## src/rtl/dma_chan_pkg.sv

```systemverilog
package dma_chan_pkg;

    localparam int REG_AW = 3;

    localparam logic [REG_AW-1:0] RA_CTRL = 3'd0;
    localparam logic [REG_AW-1:0] RA_SRC  = 3'd1;
    localparam logic [REG_AW-1:0] RA_DST  = 3'd2;
    localparam logic [REG_AW-1:0] RA_CNT  = 3'd3;
    localparam logic [REG_AW-1:0] RA_CFG  = 3'd4;
    localparam logic [REG_AW-1:0] RA_CSRC = 3'd5;
    localparam logic [REG_AW-1:0] RA_CDST = 3'd6;
    localparam logic [REG_AW-1:0] RA_CCNT = 3'd7;

    localparam int STEP_W  = 8;
    localparam int STEP_LO = 8;

    typedef enum logic {SQ_IDLE, SQ_BUSY} seq_state_e;

    typedef enum logic [1:0] {CC_HOLD, CC_LOAD, CC_CLEAR, CC_ADV} cur_cmd_e;

    typedef struct packed {
        logic stop;
        logic on;
        logic trig;
    } ctrl_bits_t;

    typedef struct packed {
        logic [STEP_W-1:0] step;
        logic              sw_mode;
        logic              reload;
    } cfg_t;

    function automatic logic [15:0] cfg_word(cfg_t c);
        return {c.step, 6'b0, c.sw_mode, c.reload};
    endfunction

endpackage

```

## src/rtl/dma_chan_stage.sv

```systemverilog
module dma_chan_stage
    import dma_chan_pkg::*;
#(
    parameter int AW = 32,
    parameter int CW = 16
) (
    input  logic              clk,
    input  logic              rst,
    input  logic              wr_en,
    input  logic [REG_AW-1:0] wr_addr,
    input  logic [AW-1:0]     wr_data,
    output logic [AW-1:0]     stg_src,
    output logic [AW-1:0]     stg_dst,
    output logic [CW-1:0]     stg_cnt,
    output cfg_t              cfg
);

    always_ff @(posedge clk) begin
        if (rst) begin
            stg_src <= '0;
            stg_dst <= '0;
            stg_cnt <= '0;
            cfg     <= '0;
        end else if (wr_en) begin
            case (wr_addr)
                RA_SRC: stg_src <= wr_data;
                RA_DST: stg_dst <= wr_data;
                RA_CNT: stg_cnt <= wr_data[CW-1:0];
                RA_CFG: begin
                    cfg.step    <= wr_data[STEP_LO +: STEP_W];
                    cfg.sw_mode <= wr_data[1];
                    cfg.reload  <= wr_data[0];
                end
                default: ;
            endcase
        end
    end

endmodule

```

## src/rtl/dma_chan_cur.sv

```systemverilog
module dma_chan_cur
    import dma_chan_pkg::*;
#(
    parameter int AW = 32,
    parameter int CW = 16
) (
    input  logic              clk,
    input  logic              rst,
    input  cur_cmd_e          cmd,
    input  logic [AW-1:0]     stg_src,
    input  logic [AW-1:0]     stg_dst,
    input  logic [CW-1:0]     stg_cnt,
    input  logic [STEP_W-1:0] step,
    output logic [AW-1:0]     cur_src,
    output logic [AW-1:0]     cur_dst,
    output logic [CW-1:0]     cur_cnt,
    output logic              cnt_zero,
    output logic              cnt_last
);

    localparam logic [CW-1:0] CNT_ONE = CW'(1);

    logic [AW-1:0] step_ext;

    always_comb begin
        step_ext = AW'(step);
        cnt_zero = (cur_cnt == '0);
        cnt_last = (cur_cnt == CNT_ONE);
    end

    always_ff @(posedge clk) begin
        if (rst) begin
            cur_src <= '0;
            cur_dst <= '0;
            cur_cnt <= '0;
        end else begin
            case (cmd)
                CC_LOAD: begin
                    cur_src <= stg_src;
                    cur_dst <= stg_dst;
                    cur_cnt <= stg_cnt;
                end
                CC_CLEAR: begin
                    cur_src <= '0;
                    cur_dst <= '0;
                    cur_cnt <= '0;
                end
                CC_ADV: begin
                    cur_src <= cur_src + step_ext;
                    cur_dst <= cur_dst + step_ext;
                    cur_cnt <= cur_cnt - CNT_ONE;
                end
                default: ;
            endcase
        end
    end

endmodule

```

## src/rtl/dma_chan_seq.sv

```systemverilog
module dma_chan_seq
    import dma_chan_pkg::*;
(
    input  logic       clk,
    input  logic       rst,
    input  logic       ctrl_wr,
    input  ctrl_bits_t ctrl_wdata,
    input  logic       sw_mode,
    input  logic       reload,
    input  logic       hw_req,
    input  logic       mv_done,
    input  logic       cnt_zero,
    input  logic       cnt_last,
    output ctrl_bits_t ctrl_q,
    output logic       mv_start,
    output logic       busy,
    output cur_cmd_e   cmd
);

    seq_state_e state;
    logic       stop_wr;
    logic       req;
    logic       start_go;
    logic       done_go;
    logic       stopping;

    always_comb begin
        busy     = (state == SQ_BUSY);
        stop_wr  = ctrl_wr & ctrl_wdata.stop;
        req      = sw_mode ? ctrl_q.trig : hw_req;
        start_go = !busy & ctrl_q.on & !ctrl_q.stop & !stop_wr & !cnt_zero & req;
        done_go  = busy & mv_done;
        stopping = ctrl_q.stop | stop_wr;

        cmd = CC_HOLD;
        if (done_go) begin
            if (stopping)
                cmd = CC_CLEAR;
            else if (cnt_last && reload)
                cmd = CC_LOAD;
            else
                cmd = CC_ADV;
        end else if (!busy && stop_wr) begin
            cmd = CC_CLEAR;
        end else if (ctrl_wr && ctrl_wdata.on && cnt_zero) begin
            cmd = CC_LOAD;
        end
    end

    always_ff @(posedge clk) begin
        if (rst) begin
            state    <= SQ_IDLE;
            ctrl_q   <= '0;
            mv_start <= 1'b0;
        end else begin
            mv_start <= start_go;

            if (start_go)
                state <= SQ_BUSY;
            else if (done_go)
                state <= SQ_IDLE;

            if (done_go && stopping) begin
                ctrl_q <= '0;
            end else if (done_go && cnt_last && !reload) begin
                ctrl_q.on   <= 1'b0;
                ctrl_q.trig <= 1'b0;
            end else if (stop_wr) begin
                ctrl_q.trig <= 1'b0;
                if (busy)
                    ctrl_q.stop <= 1'b1;
                else
                    ctrl_q.on <= 1'b0;
            end else if (ctrl_wr) begin
                ctrl_q.on   <= ctrl_wdata.on;
                ctrl_q.trig <= ctrl_wdata.trig & ctrl_wdata.on & sw_mode;
            end else if (start_go) begin
                ctrl_q.trig <= 1'b0;
            end
        end
    end

endmodule

```

## src/rtl/dma_chan_ctrl.sv

```systemverilog
module dma_chan_ctrl
    import dma_chan_pkg::*;
#(
    parameter int AW = 32,
    parameter int CW = 16
) (
    input  logic              clk,
    input  logic              rst,
    input  logic              reg_wr,
    input  logic [REG_AW-1:0] reg_addr,
    input  logic [AW-1:0]     reg_wdata,
    output logic [AW-1:0]     reg_rdata,
    input  logic              hw_req,
    output logic              mv_start,
    output logic [AW-1:0]     mv_src,
    output logic [AW-1:0]     mv_dst,
    input  logic              mv_done
);

    logic [AW-1:0] stg_src;
    logic [AW-1:0] stg_dst;
    logic [CW-1:0] stg_cnt;
    cfg_t          cfg;
    logic [AW-1:0] cur_src;
    logic [AW-1:0] cur_dst;
    logic [CW-1:0] cur_cnt;
    logic          cnt_zero;
    logic          cnt_last;
    ctrl_bits_t    ctrl_q;
    ctrl_bits_t    ctrl_wdata;
    cur_cmd_e      cmd;
    logic          busy;
    logic          ctrl_wr;
    logic          ctl_on;
    logic          ctl_stop;

    always_comb begin
        ctrl_wr    = reg_wr && (reg_addr == RA_CTRL);
        ctrl_wdata = ctrl_bits_t'(reg_wdata[2:0]);
        ctl_on     = ctrl_q.on;
        ctl_stop   = ctrl_q.stop;
        mv_src     = cur_src;
        mv_dst     = cur_dst;
    end

    dma_chan_stage #(.AW(AW), .CW(CW)) u_stage (
        .clk     (clk),
        .rst     (rst),
        .wr_en   (reg_wr),
        .wr_addr (reg_addr),
        .wr_data (reg_wdata),
        .stg_src (stg_src),
        .stg_dst (stg_dst),
        .stg_cnt (stg_cnt),
        .cfg     (cfg)
    );

    dma_chan_cur #(.AW(AW), .CW(CW)) u_cur (
        .clk      (clk),
        .rst      (rst),
        .cmd      (cmd),
        .stg_src  (stg_src),
        .stg_dst  (stg_dst),
        .stg_cnt  (stg_cnt),
        .step     (cfg.step),
        .cur_src  (cur_src),
        .cur_dst  (cur_dst),
        .cur_cnt  (cur_cnt),
        .cnt_zero (cnt_zero),
        .cnt_last (cnt_last)
    );

    dma_chan_seq u_seq (
        .clk        (clk),
        .rst        (rst),
        .ctrl_wr    (ctrl_wr),
        .ctrl_wdata (ctrl_wdata),
        .sw_mode    (cfg.sw_mode),
        .reload     (cfg.reload),
        .hw_req     (hw_req),
        .mv_done    (mv_done),
        .cnt_zero   (cnt_zero),
        .cnt_last   (cnt_last),
        .ctrl_q     (ctrl_q),
        .mv_start   (mv_start),
        .busy       (busy),
        .cmd        (cmd)
    );

    always_comb begin
        case (reg_addr)
            RA_CTRL: reg_rdata = AW'(ctrl_q);
            RA_SRC:  reg_rdata = stg_src;
            RA_DST:  reg_rdata = stg_dst;
            RA_CNT:  reg_rdata = AW'(stg_cnt);
            RA_CFG:  reg_rdata = AW'(cfg_word(cfg));
            RA_CSRC: reg_rdata = cur_src;
            RA_CDST: reg_rdata = cur_dst;
            default: reg_rdata = AW'(cur_cnt);
        endcase
    end

endmodule

```

## config.mk

```make
export PLATFORM = sky130hd
export DESIGN_NAME = dma_chan_ctrl
export DESIGN_NICKNAME = d
export VERILOG_FILES = /design/src/rtl/dma_chan_pkg.sv /design/src/rtl/dma_chan_stage.sv /design/src/rtl/dma_chan_cur.sv /design/src/rtl/dma_chan_seq.sv /design/src/rtl/dma_chan_ctrl.sv
export SDC_FILE = /design/constraint.sdc
export NUM_CORES = 1
export LEC_CHECK = 0
export ABC_AREA = 1
export BUFFER_PORTS_ARGS = -buffer_cell sky130_fd_sc_hd__buf_2
export CAP_MARGIN = 20
export CORE_UTILIZATION = 54
export CTS_BUF_LIST = sky130_fd_sc_hd__clkbuf_16
export DETAILED_ROUTE_END_ITERATION = 7
export PLACE_DENSITY_LB_ADDON = 0.3
export SYNTH_ARGS = -nofsm -noshare
export SYNTH_HDL_FRONTEND = slang
export SYNTH_SLANG_ARGS = --single-unit
```

## constraint.sdc

```tcl
create_clock -name clk -period 1.9 [get_ports clk]
set_clock_uncertainty 0.15 [all_clocks]
set_input_delay 0.38 -clock clk [delete_from_list [all_inputs] [get_ports clk]]
set_output_delay 0.38 -clock clk [all_outputs]
set_load 0.05 [all_outputs]
```

==> results.cfg, run 1 <==
[placement]
dp.cells = 2443
portBuffers = 136
routabilityCongestion = 1.02
dp_hpwl_um = 39000

[yosys]
netlist_instances = 1836
yosys-top-cells-area = dfxtp_1, nand2_1, nand3_1
yosys_warnings = 0
mappedNetlistNets = 1897
synth_ff_type = dfxtp_1
synth_area_um2 = 11200
avgSynthCellArea_um2 = 6.11
yosys.area.top_type_share_pct = 31.2
synth_edf_count = 0
ys_ff_latch = 175
ys_seq_area_share_pct = 31.2
synth_cell_types = 40
ys_async_sr_fraction_pct = 0
synth_area_leader_cell = dfxtp_1

[floorplan]
die_width_um = 146
io_pins = 137
die_h_um = 146
initial_core_util_pct = 55.3
row_count = 52

[clock_tree]
hold_buffers = 0
clockRootBuffer = clkbuf_16
clockBufferDepth = 2
numClockSinks = 175
cts_buffers = 17
cts_htree_levels = 4

[status]
haltStage = 5_1_grt
outcome = aborted with a tool error
first-error = [ERROR DPL-0038] Utilization greater than 100%, impossible to legalize

[global_routing]
grt_max_degree = 54
==> timing repair <==
action | in CTS
pin swaps | 130
buffers inserted | 59
endpoints found under the hold margin | 0
gates resized for setup | 542
cloned | 23
setup endpoints to repair | 112
==> logic make-up after synthesis <==
group | count (synthesis) | share of synthesized area [%]
AOI/OAI and AO/OA | 318 | 16.0
adders and majority gates | 21 | 2.47
and+or+nand+nor | 1025 | 38.6
buffers and inverters | 278 | 10.2
DFF | 175 | 31.2
xor gates and xnor gates | 19 | 1.48
==> cells in the mapped netlist, types with 4 or more instances <==
| cell | number |
|---|---|
| a21oi_1 | 136 |
| o2111ai_1 | 15 |
| a221oi_1 | 5 |
| inv_1 | 186 |
| buf_2 | 23 |
| xor2_1 | 15 |
| dfxtp_1 | 175 |
| nand3b_1 | 6 |
| nor3_1 | 21 |
| buf_6 | 5 |
| nand2_1 | 493 |
| o22ai_1 | 28 |
| buf_4 | 9 |
| ha_1 | 19 |
| o21ai_0 | 114 |
| clkbuf_1 | 51 |
| nand4_1 | 20 |
| nor2_2 | 4 |
| nand3_1 | 225 |
| xnor2_1 | 4 |
| nor2_1 | 240 |
| a221o_1 | 11 |
==> per-stage QoR <==
step           area (µm²)  worst slack [ns]  utilization, %
2_1_floorplan       11800            -0.380               -
3_3_place_gp        14800            -0.502            72.7
3_5_place_dp        14800            -0.493            72.7
4_1_cts             18500            -0.266            91.0
==> run 2, diff against run 1 <==
Settings changed: CORE_UTILIZATION 54 to 39, CTS_BUF_LIST sky130_fd_sc_hd__clkbuf_16 to unset, PLACE_DENSITY_LB_ADDON 0.3 to 0.15.
Clock period 1.9 ns to 2.47 ns, I/O delays scaled along.
==> run 2 against run 1 <==
Against the previous run:
- the flow now finishes without violations
- synthesized area did not move
- synthesized cell count stayed put
==> results.cfg, run 2 <==
[route]
drtAntennaViolNets = 0
vias_per_cell = 5.56
drc = 0
firstDrtPassIters = 5
drtIter0Drc = 1700
dr_total_vias = 13583
routedWlPerCell_um = 20.8
wirelength_um = 50900

[final_layout]
areaGrowthSynthToFinish_pct = 29.8
drive_gt1_share_pct = 19.7
final_cell_mix = nand2_1, nor2_1, nand3_1
fin_cells = 2441
final_common_cell = nand2_1
fin_nets = 2111
fin_area_um2 = 14600
diodes = 0
post-route-util_pct = 51.9

[yosys]
netlist_instances = 1836
synth_area_um2 = 11200
synth_cell_types = 40
yosys_warnings = 0
mappedNetlistNets = 1897
ys_seq_area_share_pct = 31.2
synth_ff_type = dfxtp_1
ys_async_sr_fraction_pct = 0
avgSynthCellArea_um2 = 6.11
yosys-top-cells-area = dfxtp_1, nand2_1, nand3_1
synth_most_common_cell = nand2_1
synth_edf_count = 0
ys_ff_latch = 175
synthTopCellsByCount = nand2_1, nor2_1, nand3_1
yosys.area.top_type_share_pct = 31.2
synth_area_leader_cell = dfxtp_1

[setup_path]
rrSetupSlack_ns = 0.13
cp.arrival_ns = 1.81
crit_fanout = 6
worst_setup_path_end_kind = primary output
rr_worst_depth = 12
r2r_start = u_stage.cfg[6]
r2r_end = u_cur.cur_src[9]
critPathLaunchType = input pin
critPathKind = input pin to primary output
crit_required_ns = 1.83

[floorplan]
dieArea_um2 = 29500
die_width_um = 172
initial_core_util_pct = 40.0
die_h_um = 172
io_pins = 137
row_count = 61
core_area_um2 = 28100

[timing]
whs_ns = 0.131
hold_viol = 0
setup_viol = 0
worst_slew_pin_slew_ns = 0.698
rsz0062_at_grt = yes
slew_viol_final = 0
period_needed_ns = 2.45
fmax_ghz = 0.408
period_share_pct = 99.3
timing.setup.tns_ns = 0
timing.final.ws_setup_ns = 0.0180
slew_headroom_pct = 53.5

[min_path]
min_to = u_stage.stg_dst[26]
hp-class = input pin to register
hold_depth = 3
hp-start = reg_wdata[26]

[placement]
portBuffers = 136
pre_cts_slack_ns = -0.184
routabilityCongestion = 0.933
dpl-instance-area_um2 = 13500
dp.cells = 2405
dp_hpwl_um = 38700

[power]
clkPwrFrac_pct = 44.4
seq_power_share_pct = 43.7
leakage_nw = 6.85
p_per_area_nw_per_um2 = 471
power.total_mw = 6.86
power_frac_comb_pct = 11.9
switching_share_pct = 32.0
p_switching_mw = 2.19
power.internal_mw = 4.67
ir_drop_mv = 0.327

[global_routing]
grt_first_pass_wirelength_um = 74300
track_usage_pct = 34.2
antenna_found_initial = 0
grt_pass1_vias = 12154
grt_overflow = 0
grt_max_degree = 55

[clock_tree]
clockRootBuffer = clkbuf_16
cts_htree_levels = 4
clockBufferDepth = 2
cts_tree = done
clock_latency_ns = 0.44
cts_buffers = 17
numClockSinks = 175
path_clk_slew_ns = 0.09
post_cts_buffers = 0

[job]
cap_violations = 0

[status]
outcome = complete, no violations
## run 2: cell counts after synthesis
No cell type changed its count.
## run 2: worst max-delay path by stage
stage           startpoint  slack [ns]            end
3_5_place_dp   reg_addr[0]       -0.18   reg_rdata[8]
5_1_grt        reg_addr[0]     -0.0004   reg_rdata[1]
6_report       reg_addr[0]        0.02   reg_rdata[8]
4_1_cts        reg_addr[2]     0.00005  reg_rdata[28]
3_3_place_gp   reg_addr[0]       -0.15   reg_rdata[8]
2_1_floorplan  reg_addr[2]       -0.05   reg_rdata[0]
## run 2: cell type report
type	count	area (µm²)
Fill cell	2932	13500
Multi-Input combinational cell	1383	6990
Clock buffer	17	425
Clock inverter	15	225
Tap cell	378	473
Inverter	190	717
Sequential cell	175	3510
Timing Repair Buffer	283	2240
## run 2: routing by layer
metal	track usage (%)	share of wire [%]	vias to the layer above
met5	0	0	-
met4	7.92	1.8	0
met3	7.92	10	59
met2	49.3	42	632
met1	50.6	46	6427
li1	-	-	6465
## run 2: logic make-up after synthesis
family          share of synthesized area [%]
simple gates                             38.6
buf+inv                                  10.2
xor+xnor                                 1.48
fa+ha+maj                                2.47
flops                                    31.2
compound gates                           16.0
## run 2: critical path, stage by stage
cell and delay [ns]:
buf_8 0.10, buf_8 0.13, nor2_4 0.15, nand2_4 0.13, buf_12 0.17, o22ai_2 0.22, nor2_1 0.12, o2111ai_4 0.09
buf_6 0.19
## run 2: repair_timing
| action | in CTS | in global routing |
|---|---|---|
| hold buffers | 0 | 0 |
| gates cloned | 0 | 4 |
| pin swaps | 0 | 9 |
| resized for setup | 37 | 52 |
| setup endpoints to repair | 17 | 86 |
## run 2: power groups by stage
stage	clock (mW)	sequential (mW)	combinational [mW]
final	3.05	3.00	0.818
after global routing	3.19	3.00	0.871
after CTS	3.08	2.99	0.768
after detailed placement	0	3.05	0.754
after global placement	0	3.06	0.755
after floorplan	0	3.07	0.390
(Power assumes the default switching activity.)
